===== src/rtl/vec_irq_ctrl.sv =====
module vec_irq_ctrl #(
  parameter int N_LINES = 8
) (
  input  logic               clk_i,
  input  logic               rst_ni,
  input  logic               cyc_i,
  input  logic               stb_i,
  input  logic               we_i,
  input  logic [7:0]         adr_i,
  input  logic [31:0]        dat_i,
  output logic [31:0]        dat_o,
  output logic               ack_o,
  input  logic [N_LINES-1:0] irq_lines_i,
  output logic               irq_o
);
  localparam int NW = N_LINES;
  localparam int TBL = 32;

  logic [NW-1:0] sync1_q, sync2_q, mask_q, swi_q, pend;
  logic          en_q, pol_q, insvc_q, ack_q, any;
  logic [4:0]    cur_q, sel;
  logic [31:0]   var_q, rdata_q, rdata, pend32;
  logic [31:0]   vt [TBL];

  wire         req    = cyc_i & stb_i & ~ack_q;
  wire         wr     = req & we_i;
  wire [5:0]   wa     = adr_i[7:2];
  wire [NW-1:0] wdat  = dat_i[NW-1:0];
  wire         ctl_wr = wr && wa == 6'h00;
  wire         ier_wr = wr && wa == 6'h02;
  wire         idr_wr = wr && wa == 6'h03;
  wire         swi_wr = wr && wa == 6'h06;
  wire         eoi_wr = wr && wa == 6'h07;
  wire         vt_wr  = wr && wa[5];

  logic unused_ok;
  assign unused_ok = ^{adr_i[1:0]};

  assign pend   = (sync2_q | swi_q) & mask_q;
  assign pend32 = 32'(pend);
  assign any    = |pend;

  always_comb begin
    sel = '0;
    for (int i = NW - 1; i >= 0; i--)
      if (pend[i]) sel = 5'(i);
  end

  always_ff @(posedge clk_i or negedge rst_ni) begin
    if (!rst_ni) begin
      sync1_q <= '0;
      sync2_q <= '0;
    end else begin
      sync1_q <= irq_lines_i;
      sync2_q <= sync1_q;
    end
  end

  always_ff @(posedge clk_i or negedge rst_ni) begin
    if (!rst_ni) begin
      en_q   <= 1'b0;
      pol_q  <= 1'b0;
      mask_q <= '0;
    end else begin
      if (ctl_wr) begin
        en_q  <= dat_i[0];
        pol_q <= dat_i[1];
      end
      if (ier_wr) mask_q <= mask_q | wdat;
      if (idr_wr) mask_q <= mask_q & ~wdat;
    end
  end

  always_ff @(posedge clk_i or negedge rst_ni) begin
    if (!rst_ni) begin
      swi_q <= '0;
    end else if (swi_wr) begin
      swi_q <= swi_q | wdat;
    end else if (eoi_wr && insvc_q) begin
      swi_q[cur_q] <= 1'b0;
    end
  end

  always_ff @(posedge clk_i or negedge rst_ni) begin
    if (!rst_ni) begin
      insvc_q <= 1'b0;
      cur_q   <= '0;
      var_q   <= '0;
    end else if (insvc_q) begin
      if (eoi_wr) insvc_q <= 1'b0;
    end else if (en_q && any) begin
      insvc_q <= 1'b1;
      cur_q   <= sel;
      var_q   <= vt[sel];
    end
  end

  always_ff @(posedge clk_i) begin
    if (vt_wr) vt[wa[4:0]] <= dat_i;
  end

  always_comb begin
    rdata = '0;
    if (wa[5]) begin
      rdata = vt[wa[4:0]];
    end else begin
      case (wa)
        6'h00:   rdata = {30'd0, pol_q, en_q};
        6'h01:   rdata = 32'(sync2_q);
        6'h04:   rdata = 32'(mask_q);
        6'h05:   rdata = var_q;
        default: rdata = '0;
      endcase
    end
  end

  always_ff @(posedge clk_i or negedge rst_ni) begin
    if (!rst_ni) begin
      ack_q   <= 1'b0;
      rdata_q <= '0;
    end else begin
      ack_q   <= req;
      rdata_q <= req ? rdata : '0;
    end
  end

  assign ack_o = ack_q;
  assign dat_o = rdata_q;
  assign irq_o = pol_q ? (en_q & insvc_q) : ~(en_q & insvc_q);

  AST_ACK_ONE_CYCLE: assert property (@(posedge clk_i) disable iff (!rst_ni)
    req |=> ack_q);
  AST_ACK_PULSE: assert property (@(posedge clk_i) disable iff (!rst_ni)
    ack_q |=> !ack_q);
  AST_SET_MASK: assert property (@(posedge clk_i) disable iff (!rst_ni)
    ier_wr |=> (mask_q & $past(wdat)) == $past(wdat));
  AST_CLR_MASK: assert property (@(posedge clk_i) disable iff (!rst_ni)
    idr_wr |=> (mask_q & $past(wdat)) == '0);
  AST_LOWEST_WINS: assert property (@(posedge clk_i) disable iff (!rst_ni)
    $rose(insvc_q) |-> ((($past(pend32) >> cur_q) & 32'd1) == 32'd1)
      && (($past(pend32) & ((32'd1 << cur_q) - 32'd1)) == 32'd0));
  AST_NO_PREEMPT: assert property (@(posedge clk_i) disable iff (!rst_ni)
    insvc_q && !eoi_wr |=> insvc_q && $stable(cur_q) && $stable(var_q));
  AST_EOI_CLOSES: assert property (@(posedge clk_i) disable iff (!rst_ni)
    eoi_wr && insvc_q |=> !insvc_q);
  AST_DISABLED_QUIET: assert property (@(posedge clk_i) disable iff (!rst_ni)
    !en_q |-> irq_o == ~pol_q);
endmodule


===== config.mk =====
export PLATFORM = sky130hd
export DESIGN_NAME = vec_irq_ctrl
export DESIGN_NICKNAME = d
export VERILOG_FILES = /design/src/rtl/vec_irq_ctrl.sv
export SDC_FILE = /design/constraint.sdc
export NUM_CORES = 1
export LEC_CHECK = 0
export BUFFER_PORTS_ARGS = -buffer_cell sky130_fd_sc_hd__buf_2
export CORE_UTILIZATION = 27
export CTS_BUF_LIST = sky130_fd_sc_hd__clkbuf_4 sky130_fd_sc_hd__clkbuf_8
export DETAILED_ROUTE_END_ITERATION = 16
export PLACE_DENSITY = 0.39
export SLEW_MARGIN = 20
export SYNTH_ARGS = -nofsm -noshare
export SYNTH_HDL_FRONTEND = slang
export SYNTH_SLANG_ARGS = --single-unit

===== constraint.sdc =====
create_clock -name clk_i -period 4 [get_ports clk_i]
set_clock_uncertainty 0.2 [all_clocks]
set_input_delay 0.4 -clock clk_i [delete_from_list [all_inputs] [get_ports clk_i]]
set_output_delay 0.4 -clock clk_i [all_outputs]
set_load 0.01 [all_outputs]

=== After elaboration in Yosys (flattened, before gate mapping) ===
Memories as Yosys holds them, arrays and structs flattened. A register that Yosys moved wholly into a read port is not among the register bits.
Index checks and enable logic that the tools add are counted.

* Multiplexer cells: 23
* Reductions and logical operators: 15
* $lt $le $gt $ge: 2
* Eq/ne operators: 7
* Bitwise logic cells: 15

{| class="wikitable"
|+ Operator list
! operator !! number
|-
| case mux 32 bit (4 select lines) || 1
|-
| two-way mux 32 bit || 2
|-
| two-way mux 8 bit || 4
|-
| bitwise AND 8 bit || 3
|-
| == test 6 x 3 -> 1 bit (second input constant) || 4
|-
| bitwise OR 8 bit || 3
|-
| inverter 8 bit || 2
|-
| two-way mux 3 bit || 5
|-
| two-way mux 5 bit || 3
|-
| == test 6 x 2 -> 1 bit (second input constant) || 2
|-
| logical AND 1 bit || 9
|-
| OR reduction 8 bit || 1
|-
| two-way mux 1 bit || 7
|-
| == test 6 x 1 -> 1 bit (second input constant) || 1
|-
| logical NOT 6 bit || 1
|-
| greater-or-equal comparator 5 x 1 -> 1 bit (second input constant) || 1
|-
| < comparator 5 x 4 -> 1 bit (second input constant) || 1
|-
| bitwise AND 1 bit || 4
|-
| nonzero test 2 bit || 2
|-
| demux 1 bit (select 3 bit) || 1
|-
| inverter 1 bit || 3
|-
| AND reduction 2 bit || 1
|-
| logical NOT 1 bit || 1
|}

* Bits in writable memories: 1024
* Output and inout port bits: 34
* Word-level logic and storage cells: 73
* Flip-flop bits (word level): 73
* Memories: 1
* Input bits: 53

{| class="wikitable"
|+ Memory list
! name !! words !! width !! read ports !! clocked after memory_dff !! wr ports !! line !! RTL
|-
| vt || 32 || 32 || 2 || 1 || 1 || 23 || <nowiki>logic [31:0] vt [TBL];</nowiki>
|}

=== Longest topological paths before layout ===
Gate-level depths: netlist of the first run.

* Word-level depth: 10
* Gate-level depth with buffers: 10
* Depth with buffers taken out: 7

=== Worst setup path after synthesis of the first run ===
No wires, ideal clock.

* Path kind: in2reg
* Start point: input adr_i[3]
* End point: memory vt[28][0], enable pin
* Stages: 7
* Setup slack: 310 ps
* Arrival time: 3069 ps
* Path buffers: 5
* Required time: 3379 ps
* Setup time: 421 ps
* Cells stage by stage: buf_2 buf_6 buf_2 buf_2 or4_1 clkbuf_1 nor2_1

{| class="wikitable"
|+ RTL lines
! what !! line !! RTL
|-
| from (decl) || 9 || <nowiki>input logic [7:0] adr_i,</nowiki>
|-
| to (decl) || 23 ||
|}

Straight into the memory's write port.

=== Final worst setup path of the first run ===
* Start point: register ack_q (netlist: ack_o)
* End point: memory vt[14][12], enable pin

* Cells in the longest elaborated chain, start to end: 6

{| class="wikitable"
|+ Ends and longest elaborated chain
! what !! line !! RTL
|-
| from (decl) || 20 || <nowiki>logic en_q, pol_q, insvc_q, ack_q, any;</nowiki>
|-
| from (signal assigned) || 122 || <nowiki>ack_q <= req;</nowiki>
|-
| inverter 1 bit || 25 || <nowiki>wire req = cyc_i & stb_i & ~ack_q;</nowiki>
|-
| bitwise AND 1 bit || 25 ||
|-
| named net req || 25 ||
|-
| bitwise AND 1 bit || 26 || <nowiki>wire wr = req & we_i;</nowiki>
|-
| logical AND 1 bit || 34 || <nowiki>wire vt_wr = wr && wa[5];</nowiki>
|-
| two-way mux 1 bit || 99 || <nowiki>if (vt_wr) vt[wa[4:0]] <= dat_i;</nowiki>
|-
| two-way mux 1 bit (not written as such) || 99 ||
|}

The timed path passes the listed nets, and every way through them passes these cells.

==> flow_summary.json, run 1 <==
{
  "status": "complete, no violations",
  "num_vias": 24168,
  "final_core_util": 0.3263,
  "grt_pass1_wl_mm": 204.1,
  "cts_made_buffers": 190,
  "end_kind": "flop",
  "cts.sinks": 1127,
  "placementRows": 148,
  "grt_pass1_vias": 25661,
  "grt_max_degree": 98,
  "dp_slack_ns": 0.6078,
  "grt_overflow": 0,
  "die_w_um": 408.0,
  "via_per_inst": 4.906,
  "drc": 0,
  "nets": 2638,
  "syn_area_um2": 44510,
  "hold_depth": 0,
  "drv_cap": 0,
  "wl_mm": 146.3,
  "synthFlopType": "edfxtp_1",
  "post_drt_wl_per_cell_um": 29.70,
  "regArea_um2": 33330,
  "drtAntennaViolNets": 0,
  "ff2ff_path_depth": 8,
  "synth_async_sr_flop_share": 0.09139,
  "cts_max_level": 4,
  "core_area_um2": 163100,
  "p_leak_nw": 17.49,
  "antenna_found_initial": 5,
  "die_area_um2": 166500,
  "crit_path_max_fanout": 21,
  "setup_viol": 0,
  "p_per_area_nw_per_um2": 464.8,
  "multi_input_area_um2": 10870,
  "gr-usage-all-layers": 0.1759,
  "gp_congestion": 0.7553,
  "dp_hpwl_mm": 80.58,
  "grt_setup_unrepaired": "no",
  "dp.cells": 4510,
  "total_power_mw": 24.75,
  "crit_required_ns": 4.33,
  "io_buffers": 84,
  "fmax_mhz": 260.9,
  "synth_edf_count": 1024,
  "drt_iter0_markers": 2103,
  "arrival_ns": 4.16,
  "synth_fp_nets": 2313,
  "final_layout_size_suffix_gt1_frac": 0.3240,
  "die_h_um": 408.0,
  "syn_to_final_growth_pct": 19.61,
  "cts_buffer_depth": 3,
  "clk_pin_slew_ns": 0.06,
  "ioPinCount": 87,
  "synth-seq-area-share": 0.7488,
  "ys_ff_latch": 1127,
  "finalHoldViolCount": 0,
  "clkLatencyLatePin_ns": 0.93,
  "synthCells": 2260,
  "final.setup.tns_ns": 0,
  "fillers": 15607,
  "path_class": "reg2reg",
  "clockRootBuffer": "clkbuf_8",
  "avgSynthCellArea_um2": 19.69,
  "firstDrtPassIters": 6,
  "worstSetupStartpointType": "flop",
  "tritoncts": "done",
  "peakVddDrop_uv": 337.1,
  "finalCriticalPeriod_ns": 3.833,
  "start_util": 0.2728,
  "finalNonFillerCells": 4926,
  "synth_cell_type_count": 47,
  "min_path_type": "reg2reg",
  "tightest_slew_ns": 0.9745,
  "synth_warnings": 0,
  "slew_violations": 0,
  "min_period_over_period": 0.9582,
  "worst_slack_ns": 0.1673,
  "relSlewSlack": 0.3504
}
==> per-stage QoR <==
step	hold WS, ns	area [µm²]
floorplan	-0.09559	44510
CTS	0.06786	53220
global route	0.1440	53230
global placement	0.1388	48720
detailed placement	0.1370	48720
finish	0.1488	53230
==> state kept, by name (all words and copies together), names as in the netlist, named ones only <==
signal   flops
ack_o        1
cur_q        3
dat_o       32
en_q         1
insvc_q      1
pol_q        1
swi_q        8
sync1_q      8
sync2_q      8
var_q       32
vt        1024
==> kinds of logic (layout without fill, tap and decap cells) <==
| logic type | count (synthesis) | in the layout | synth area share |
|---|---|---|---|
| compound gates | 254 | 254 | 0.03444 |
| xor+xnor | 1 | 1 | 0.0001968 |
| buf+inv | 134 | 621 | 0.01406 |
| flops | 1127 | 1127 | 0.7488 |
| mux | 326 | 326 | 0.1625 |
| other cells | 0 | 4 | 0 |
| simple gates | 418 | 418 | 0.03998 |
==> cells in the mapped netlist, types with 3 or more instances <==
| cell type | n | share of area |
|---|---|---|
| a211oi_1 | 7 | 0.0012 |
| a21oi_1 | 103 | 0.012 |
| a222oi_1 | 6 | 0.0013 |
| a22oi_1 | 59 | 0.010 |
| a31oi_1 | 5 | 0.00070 |
| buf_1 | 14 | 0.0012 |
| buf_2 | 56 | 0.0063 |
| buf_4 | 4 | 0.00067 |
| buf_6 | 5 | 0.0013 |
| clkbuf_1 | 52 | 0.0044 |
| dfrtp_1 | 103 | 0.058 |
| edfxtp_1 | 1024 | 0.69 |
| mux2_2 | 4 | 0.0010 |
| mux2i_1 | 5 | 0.0011 |
| mux4_2 | 317 | 0.16 |
| nand2_1 | 305 | 0.026 |
| nand2b_1 | 7 | 0.00098 |
| nand3_1 | 7 | 0.00079 |
| nand3b_1 | 3 | 0.00051 |
| nand4_1 | 4 | 0.00056 |
| nor2_1 | 43 | 0.0036 |
| nor2b_1 | 3 | 0.00042 |
| nor3_1 | 5 | 0.00056 |
| o21a_1 | 3 | 0.00051 |
| o21ai_0 | 43 | 0.0048 |
| o21ai_1 | 8 | 0.00090 |
| o22ai_1 | 8 | 0.0011 |
| or3_1 | 3 | 0.00042 |
| or4_1 | 32 | 0.0054 |
==> routing by layer <==
metal	track usage	vias to the layer above	part of all wire	wire length, µm
met1	0.2355	13161	0.44	63890
met4	0.05445	2	0.024	3540
met2	0.2920	821	0.49	72050
met3	0.02820	230	0.047	6811
li1	-	9954	-	-
met5	0	-	0.00012	17
==> worst paths after layout <==
| path | slack (ns) | from | endpoint |
|---|---|---|---|
| max | 0.17 | ack_o | vt[14][12] |
| min | 0.15 | sync1_q[4] | sync2_q[4] |
| min in group asynchronous | 0.48 | rst_ni | var_q[26] |
| max in group asynchronous | 2.68 | rst_ni | dat_o[21] |
| min reg2reg | 0.15 | sync1_q[4] | sync2_q[4] |
| max reg2reg | 0.17 | ack_o | vt[14][12] |
==> cell usage in the layout, fill, tap and decap left out, types with 43 or more instances in the layout <==
cell type	n
buf_2	79
a21oi_1	103
a22oi_1	59
dlygate4sd3_1	57
dfrtp_1	103
o21ai_0	43
edfxtp_1	1024
nand2_1	303
mux4_2	317
clkbuf_8	211
buf_4	90
clkbuf_4	64
==> final cells by class <==
cell class,count,share of cell area
flip-flops and latches,1127,0.6260
inverters,3,0.0002115
well taps,2175,0.05112
diodes,4,0.0001880
clock buffers,275,0.06358
clock inverters,79,0.009824
repair buffers,264,0.04491
multi-input cells,999,0.2041
==> power by group <==
| part | internal, mW | switching [mW] | leakage, nW |
|---|---|---|---|
| logic | 0.501 | 0.801 | 4.82 |
| clock network | 5.62 | 4.90 | 2.08 |
| registers | 12.9 | 0.0268 | 10.6 |
| total | 19.0 | 5.73 | 17.5 |
==> repair_timing <==
item                       4_1_cts  5_1_grt
setup buffers                    0        0
gates resized for setup          0        1
setup endpoints to repair        0        7
hold endpoints to repair      1161        0
hold buffers                    58        0
==> critical path, cell delays in order, from the launching register on <==
cell and delay, ns:
dfrtp_1 0.37, nand3b_1 0.20, dlygate4sd3_1 0.63, buf_4 0.21, inv_1 0.16, nand3_1 0.17
or3_2 0.75, nor2_4 0.21, buf_4 0.50
Power figures use the tool's default switching activity.
==> run 2, diff against run 1 <==
--- a/config.mk
+++ b/config.mk
@@ -5,6 +5,7 @@
 export SDC_FILE = /design/constraint.sdc
 export NUM_CORES = 1
 export LEC_CHECK = 0
+export ABC_AREA = 1
 export BUFFER_PORTS_ARGS = -buffer_cell sky130_fd_sc_hd__buf_2
 export CORE_UTILIZATION = 27
 export CTS_BUF_LIST = sky130_fd_sc_hd__clkbuf_4 sky130_fd_sc_hd__clkbuf_8
==> run 2 against run 1 <==
- fmax rose by 20%
- die area up 2.1%
- worst hold slack better by 0.00068 ns
- largest cell class unchanged
- non-clock buffer count up 32
- critical path type is now in2reg
- sequential power about the same
- global-route usage rose by 0.44 points
- highest routed layer unchanged
- cell count up 28%
- area after synthesis rose by 2.1%
- clock power hardly changed
- combinational power increased by 32%
==> flow_summary.json, run 2 <==
{
  "synth_cell_type_count": 40,
  "start_util": 0.2718,
  "syn_area_um2": 45440,
  "final_layout_size_suffix_gt1_frac": 0.1563,
  "setup_viol": 0,
  "die_h_um": 412.3,
  "placementRows": 150,
  "drtAntennaViolNets": 0,
  "clk_pin_slew_ns": 0.06,
  "yosys-top-cells-count": "edfxtp_1, nand2_1, nand3_1",
  "peakVddDrop_uv": 352.2,
  "status": "complete, no violations",
  "end_kind": "flop",
  "largest_register_ffs": 1024,
  "worst_slack_ns": 0.7967,
  "final_cell_mix": "edfxtp_1, nand2_1, nand3_1",
  "synth.most_common_cell": "edfxtp_1",
  "grt_max_degree": 130,
  "cts_made_buffers": 193,
  "crit_required_ns": 4.65,
  "finalHoldViolCount": 0,
  "grt_pass1_vias": 30358,
  "p_switching_mw": 6.104,
  "grt_pass1_wl_mm": 220.7,
  "crit_path_max_fanout": 6,
  "synth_async_sr_flop_share": 0.09139,
  "grt_setup_unrepaired": "no",
  "post_drt_wl_per_cell_um": 24.48,
  "drt_iter0_markers": 2435,
  "cts_setup_buffers": 0,
  "p_per_area_nw_per_um2": 462.4,
  "total_power_mw": 25.05,
  "cts.sinks": 1127,
  "power.internal_mw": 18.95,
  "num_vias": 30243,
  "fmax_mhz": 312.2,
  "dp_hpwl_mm": 86.96,
  "dp_slack_ns": 0.6504,
  "synth_edf_count": 1024,
  "io_buffers": 84,
  "synth_fp_nets": 3707,
  "synthFlopType": "edfxtp_1",
  "slew_violations": 0,
  "synth-seq-area-share": 0.7334,
  "path_class": "in2reg",
  "die_w_um": 412.3,
  "cts_buffer_depth": 3,
  "core_area_um2": 167200,
  "min_path_type": "reg2reg",
  "firstDrtPassIters": 8,
  "ys_top_cells_by_area": "edfxtp_1, nand2_1, dfrtp_1",
  "min_period_over_period": 0.8008,
  "via_per_inst": 4.815,
  "final.setup.tns_ns": 0,
  "clockRootBuffer": "clkbuf_8",
  "relSlewSlack": 0.3496,
  "die_area_um2": 170000,
  "synthCells": 3654,
  "final_common_cell": "edfxtp_1",
  "ys_ff_latch": 1127,
  "tritoncts": "done",
  "p_comb_frac": 0.069,
  "avgSynthCellArea_um2": 12.44,
  "gr-usage-all-layers": 0.1803,
  "wl_mm": 153.8,
  "clkLatencyLatePin_ns": 0.92,
  "power_frac_clock": 0.415,
  "sw_frac_of_total": 0.2437,
  "finalCriticalPeriod_ns": 3.203,
  "syn_to_final_growth_pct": 19.22,
  "tightest_slew_ns": 0.9756,
  "gp_congestion": 0.7812,
  "grt_overflow": 0,
  "yosysTopAreaCellShare": 0.6767,
  "cts_max_level": 4,
  "nets": 3967,
  "drc": 0,
  "antenna_found_initial": 10,
  "p_leak_nw": 19.06,
  "synth_warnings": 0,
  "drv_cap": 0,
  "ioPinCount": 87,
  "worstSetupStartpointType": "primary input",
  "seqPwrFrac": 0.517,
  "yosysTopAreaCell": "edfxtp_1",
  "arrival_ns": 3.85
}
-- run 2: cell count changes after synthesis, moves of 60 or more --
cell,before,now
o22ai_1,8,145
nand3_1,7,433
mux4_2,317,0
buf_2,56,116
nand4_1,4,122
nand2_1,305,904
inv_1,2,169
-- run 2: per-layer routing --
layer / up-vias / wire length [µm] / global-route usage
li1: 13872 / - / -
met1: 15343 / 72640 / 0.2533
met2: 780 / 71050 / 0.2850
met3: 244 / 7021 / 0.03219
met4: 4 / 3031 / 0.04828
met5: - / 27 / 0
-- run 2: power by group through the flow --
| stage | Combinational, mW | Clock [mW] | Sequential (mW) |
|---|---|---|---|
| after floorplan | 0.816 | 0 | 13.2 |
| after global placement | 1.68 | 0 | 13.2 |
| after detailed placement | 1.68 | 0 | 13.2 |
| after CTS | 1.74 | 10.7 | 12.9 |
| after global routing | 1.87 | 11.2 | 12.9 |
| final | 1.72 | 10.4 | 12.9 |
-- run 2: critical path, cell delays in order --
cell	delay, ns
dlygate4sd3_1	0.59
buf_2	0.29
inv_4	0.11
nor2_4	0.35
dlygate4sd3_1	0.76
nand2_1	0.08
dlygate4sd3_1	0.58
o21ai_1	0.12
dlygate4sd3_1	0.56
-- run 2: logic make-up after synthesis --
logic type	after synthesis	synth area share
multiplexers	3	0.0006608
XOR/XNOR	1	0.0001928
flip-flops	1127	0.7334
buffers and inverters	409	0.03979
AND/OR/NAND/NOR	1605	0.1564
AO/OA/AOI/OAI	509	0.06958
-- run 2: final cells by class --
cell class | instances | area, µm²
repair buffers | 296 | 2978
diodes | 9 | 22.52
clock inverters | 57 | 320.3
inverters | 178 | 676.9
fillers | 16703 | 113000
clock buffers | 292 | 3493
multi-input cells | 2118 | 10600
well taps | 2204 | 2758
flip-flops and latches | 1127 | 33330
-- run 2: what timing repair did --
item                                    CTS  global route
resized for setup                         0             0
endpoints found under the hold margin  1169             0
hold buffers                             61             0
-- run 2: path summary, 6_finish.rpt --
| kind | end | from | cells past startpoint | slack (ns) |
|---|---|---|---|---|
| hold reg to reg | sync2_q[6] | sync1_q[6] | 0 | 0.15 |
| hold / removal | sync2_q[6] | sync1_q[6] | 0 | 0.15 |
| min in group asynchronous | dat_o[15] | rst_ni | 4 | 0.43 |
| setup / recovery | swi_q[0] | adr_i[3] | 9 | 0.80 |
| setup reg to reg | vt[18][28] | ack_o | 8 | 1.12 |
| max in group asynchronous | async pin | rst_ni | 4 | 2.88 |
-- run 2: metrics by stage --
step                      std cells  hold WS [ns]  area, µm²    util
after floorplan                3654      -0.09559      45440       -
after global placement         5862        0.1347      49710  0.2973
after detailed placement       5862        0.1418      49710  0.2973
after CTS                      6272       0.03903      54160  0.3239
after global routing           6275        0.1261      54160  0.3239
final                          6281        0.1495      54180  0.3240
==> run 3, diff against run 2 <==
==> constraint.sdc (replaced) <==
create_clock -name clk_i -period 3.3 [get_ports clk_i]
set_clock_uncertainty 0.2 [all_clocks]
set_input_delay 0.33 -clock clk_i [delete_from_list [all_inputs] [get_ports clk_i]]
set_output_delay 0.33 -clock clk_i [all_outputs]
set_load 0.01 [all_outputs]
==> run 3 against run 2 <==
- sequential share of layout area is 0.14 points lower
- clock power is 23% higher
- cell area is 0.22% higher
- register-to-register slack worse by 0.64 ns
- critical path type unchanged
- highest routed layer unchanged
==> flow_summary.json, run 3 (synthesis gave the netlist of run 2 again) <==
{
  "cts.sinks": 1127,
  "wl_mm": 152.2,
  "placementRows": 150,
  "grt_overflow": 0,
  "dp_hpwl_mm": 85.98,
  "via_per_inst": 4.818,
  "cts_max_level": 4,
  "final_common_cell": "edfxtp_1",
  "drc": 0,
  "tightest_slew_ns": 0.8809,
  "gp_congestion": 0.7751,
  "grt_setup_unrepaired": "no",
  "clkLatencyLatePin_ns": 0.91,
  "io_buffers": 84,
  "tritoncts": "done",
  "cpMostUsedCell": "nand2_1",
  "crit_path_max_fanout": 14,
  "arrival_ns": 3.39,
  "status": "complete, no violations",
  "drtAntennaViolNets": 0,
  "drt_iter0_markers": 2598,
  "min_period_over_period": 0.9189,
  "cts_buffer_depth": 3,
  "clk_pin_slew_ns": 0.06,
  "finalCriticalPeriod_ns": 3.032,
  "grt_pass1_wl_mm": 218.6,
  "firstDrtPassIters": 5,
  "path_class": "in2reg",
  "cts_resized": 0,
  "cp.buffers_inverters": 5,
  "core_area_um2": 167200,
  "slew_violations": 0,
  "num_vias": 30339,
  "p_per_area_nw_per_um2": 562.3,
  "grt_max_degree": 130,
  "die_h_um": 412.3,
  "cts_made_buffers": 196,
  "worstSetupStartpointType": "primary input",
  "cts_setup_buffers": 0,
  "gr-usage-all-layers": 0.1781,
  "final_cell_mix": "edfxtp_1, nand2_1, nand3_1",
  "final_layout_size_suffix_gt1_frac": 0.1571,
  "cp_cell_sequence": "dlygate4sd3_1 -> buf_2 -> nand2_1 -> dlygate4sd3_1 -> nor2_1 -> nand2_1 -> nor2_1 -> nand2_1 -> buf_4 -> nor2_4 -> buf_4",
  "relSlewSlack": 0.4127,
  "min_path_type": "in2reg",
  "peakVddDrop_uv": 399.1,
  "p_leak_nw": 19.13,
  "nets": 3974,
  "cts_hold_buf": 63,
  "fillers": 16655,
  "setup_viol": 0,
  "post_drt_wl_per_cell_um": 24.17,
  "clockRootBuffer": "clkbuf_8",
  "postLayoutCellArea_um2": 54300,
  "die_area_um2": 170000,
  "drv_cap": 0,
  "regArea_um2": 33330,
  "fmax_mhz": 329.8,
  "syn_to_final_growth_pct": 19.49,
  "slowest_stage": "dlygate4sd3_1",
  "max_stage_delay_ns": 0.54,
  "antenna_found_initial": 11,
  "ioPinCount": 87,
  "crit_required_ns": 3.65,
  "place_area_um2": 49750,
  "final_core_util": 0.3247,
  "start_util": 0.2718,
  "critical_path.top_delay_family": "buffers and inverters",
  "largest_register_ffs": 1024,
  "die_w_um": 412.3,
  "grt_pass1_vias": 30114,
  "finalHoldViolCount": 0,
  "multi_input_area_um2": 10600,
  "end_kind": "flop"
}
[run 3: cell count changes in the layout (fill, tap and decap cells not counted), moves of 3 or more]
cell       delta
buf_12        +3
bufinv_16     +3
diode_2       +3
clkbuf_4     -14
clkinv_1      +7
clkinv_2     +16
inv_8         -3
[run 3: routing by layer]
layer,up-vias,wire [µm],track usage
li1,13902,-,-
met1,15377,71090,0.2489
met2,818,70000,0.2819
met3,232,8066,0.03212
met4,10,2999,0.04962
met5,-,65,0
[run 3: worst min-delay path, stage by stage]
cell           delay [ns]
buf_2                0.10
nand2_1              0.05
dlygate4sd3_1        0.54
nor2_1               0.05
buf_4                0.15
[run 3: final timing paths]
check | depth (start not counted) | start | to | slack [ns]
max in group asynchronous | 4 | rst_ni | dat_o[31] | 2.23
worst min register to register | 0 | sync1_q[2] | sync2_q[2] | 0.15
worst max register to register | 7 | ack_o | vt[28][7] | 0.48
worst max-delay path | 11 | stb_i | vt[28][7] | 0.27
min in group asynchronous | 4 | rst_ni | dat_o[24] | 0.36
worst min-delay path | 5 | cyc_i | ack_o | 0.14
[run 3: per-stage QoR]
step           power (mW)  hold WS (ns)  TNS, ns  setup slack (ns)  instances
6_report            30.53        0.1374        0            0.2677       6297
4_1_cts             30.97       0.02790        0            0.3780       6285
5_1_grt             31.69       0.09727        0            0.1611       6288
3_5_place_dp        18.03        0.1347        0            0.3364       5864
2_1_floorplan       16.96       -0.1656  -0.6470         -0.002532       3654
3_3_place_gp        18.03        0.1336        0            0.3908       5864
[run 3: layout make-up]
class / count / area share
Tap cell: 2204 / 0.05079
Sequential cell: 1127 / 0.6138
Clock buffer: 276 / 0.06189
Antenna cell: 12 / 0.0005530
Multi-Input combinational cell: 2118 / 0.1953
Timing Repair Buffer: 300 / 0.05581
Inverter: 178 / 0.01247
Clock inverter: 82 / 0.009448
[run 3: where the power goes]
| part | leakage [nW] | switching [mW] | internal, mW |
|---|---|---|---|
| registers | 10.6 | 0.0360 | 15.6 |
| logic | 6.50 | 1.52 | 0.576 |
| clock network | 2.07 | 5.93 | 6.82 |
| total | 19.1 | 7.49 | 23.0 |
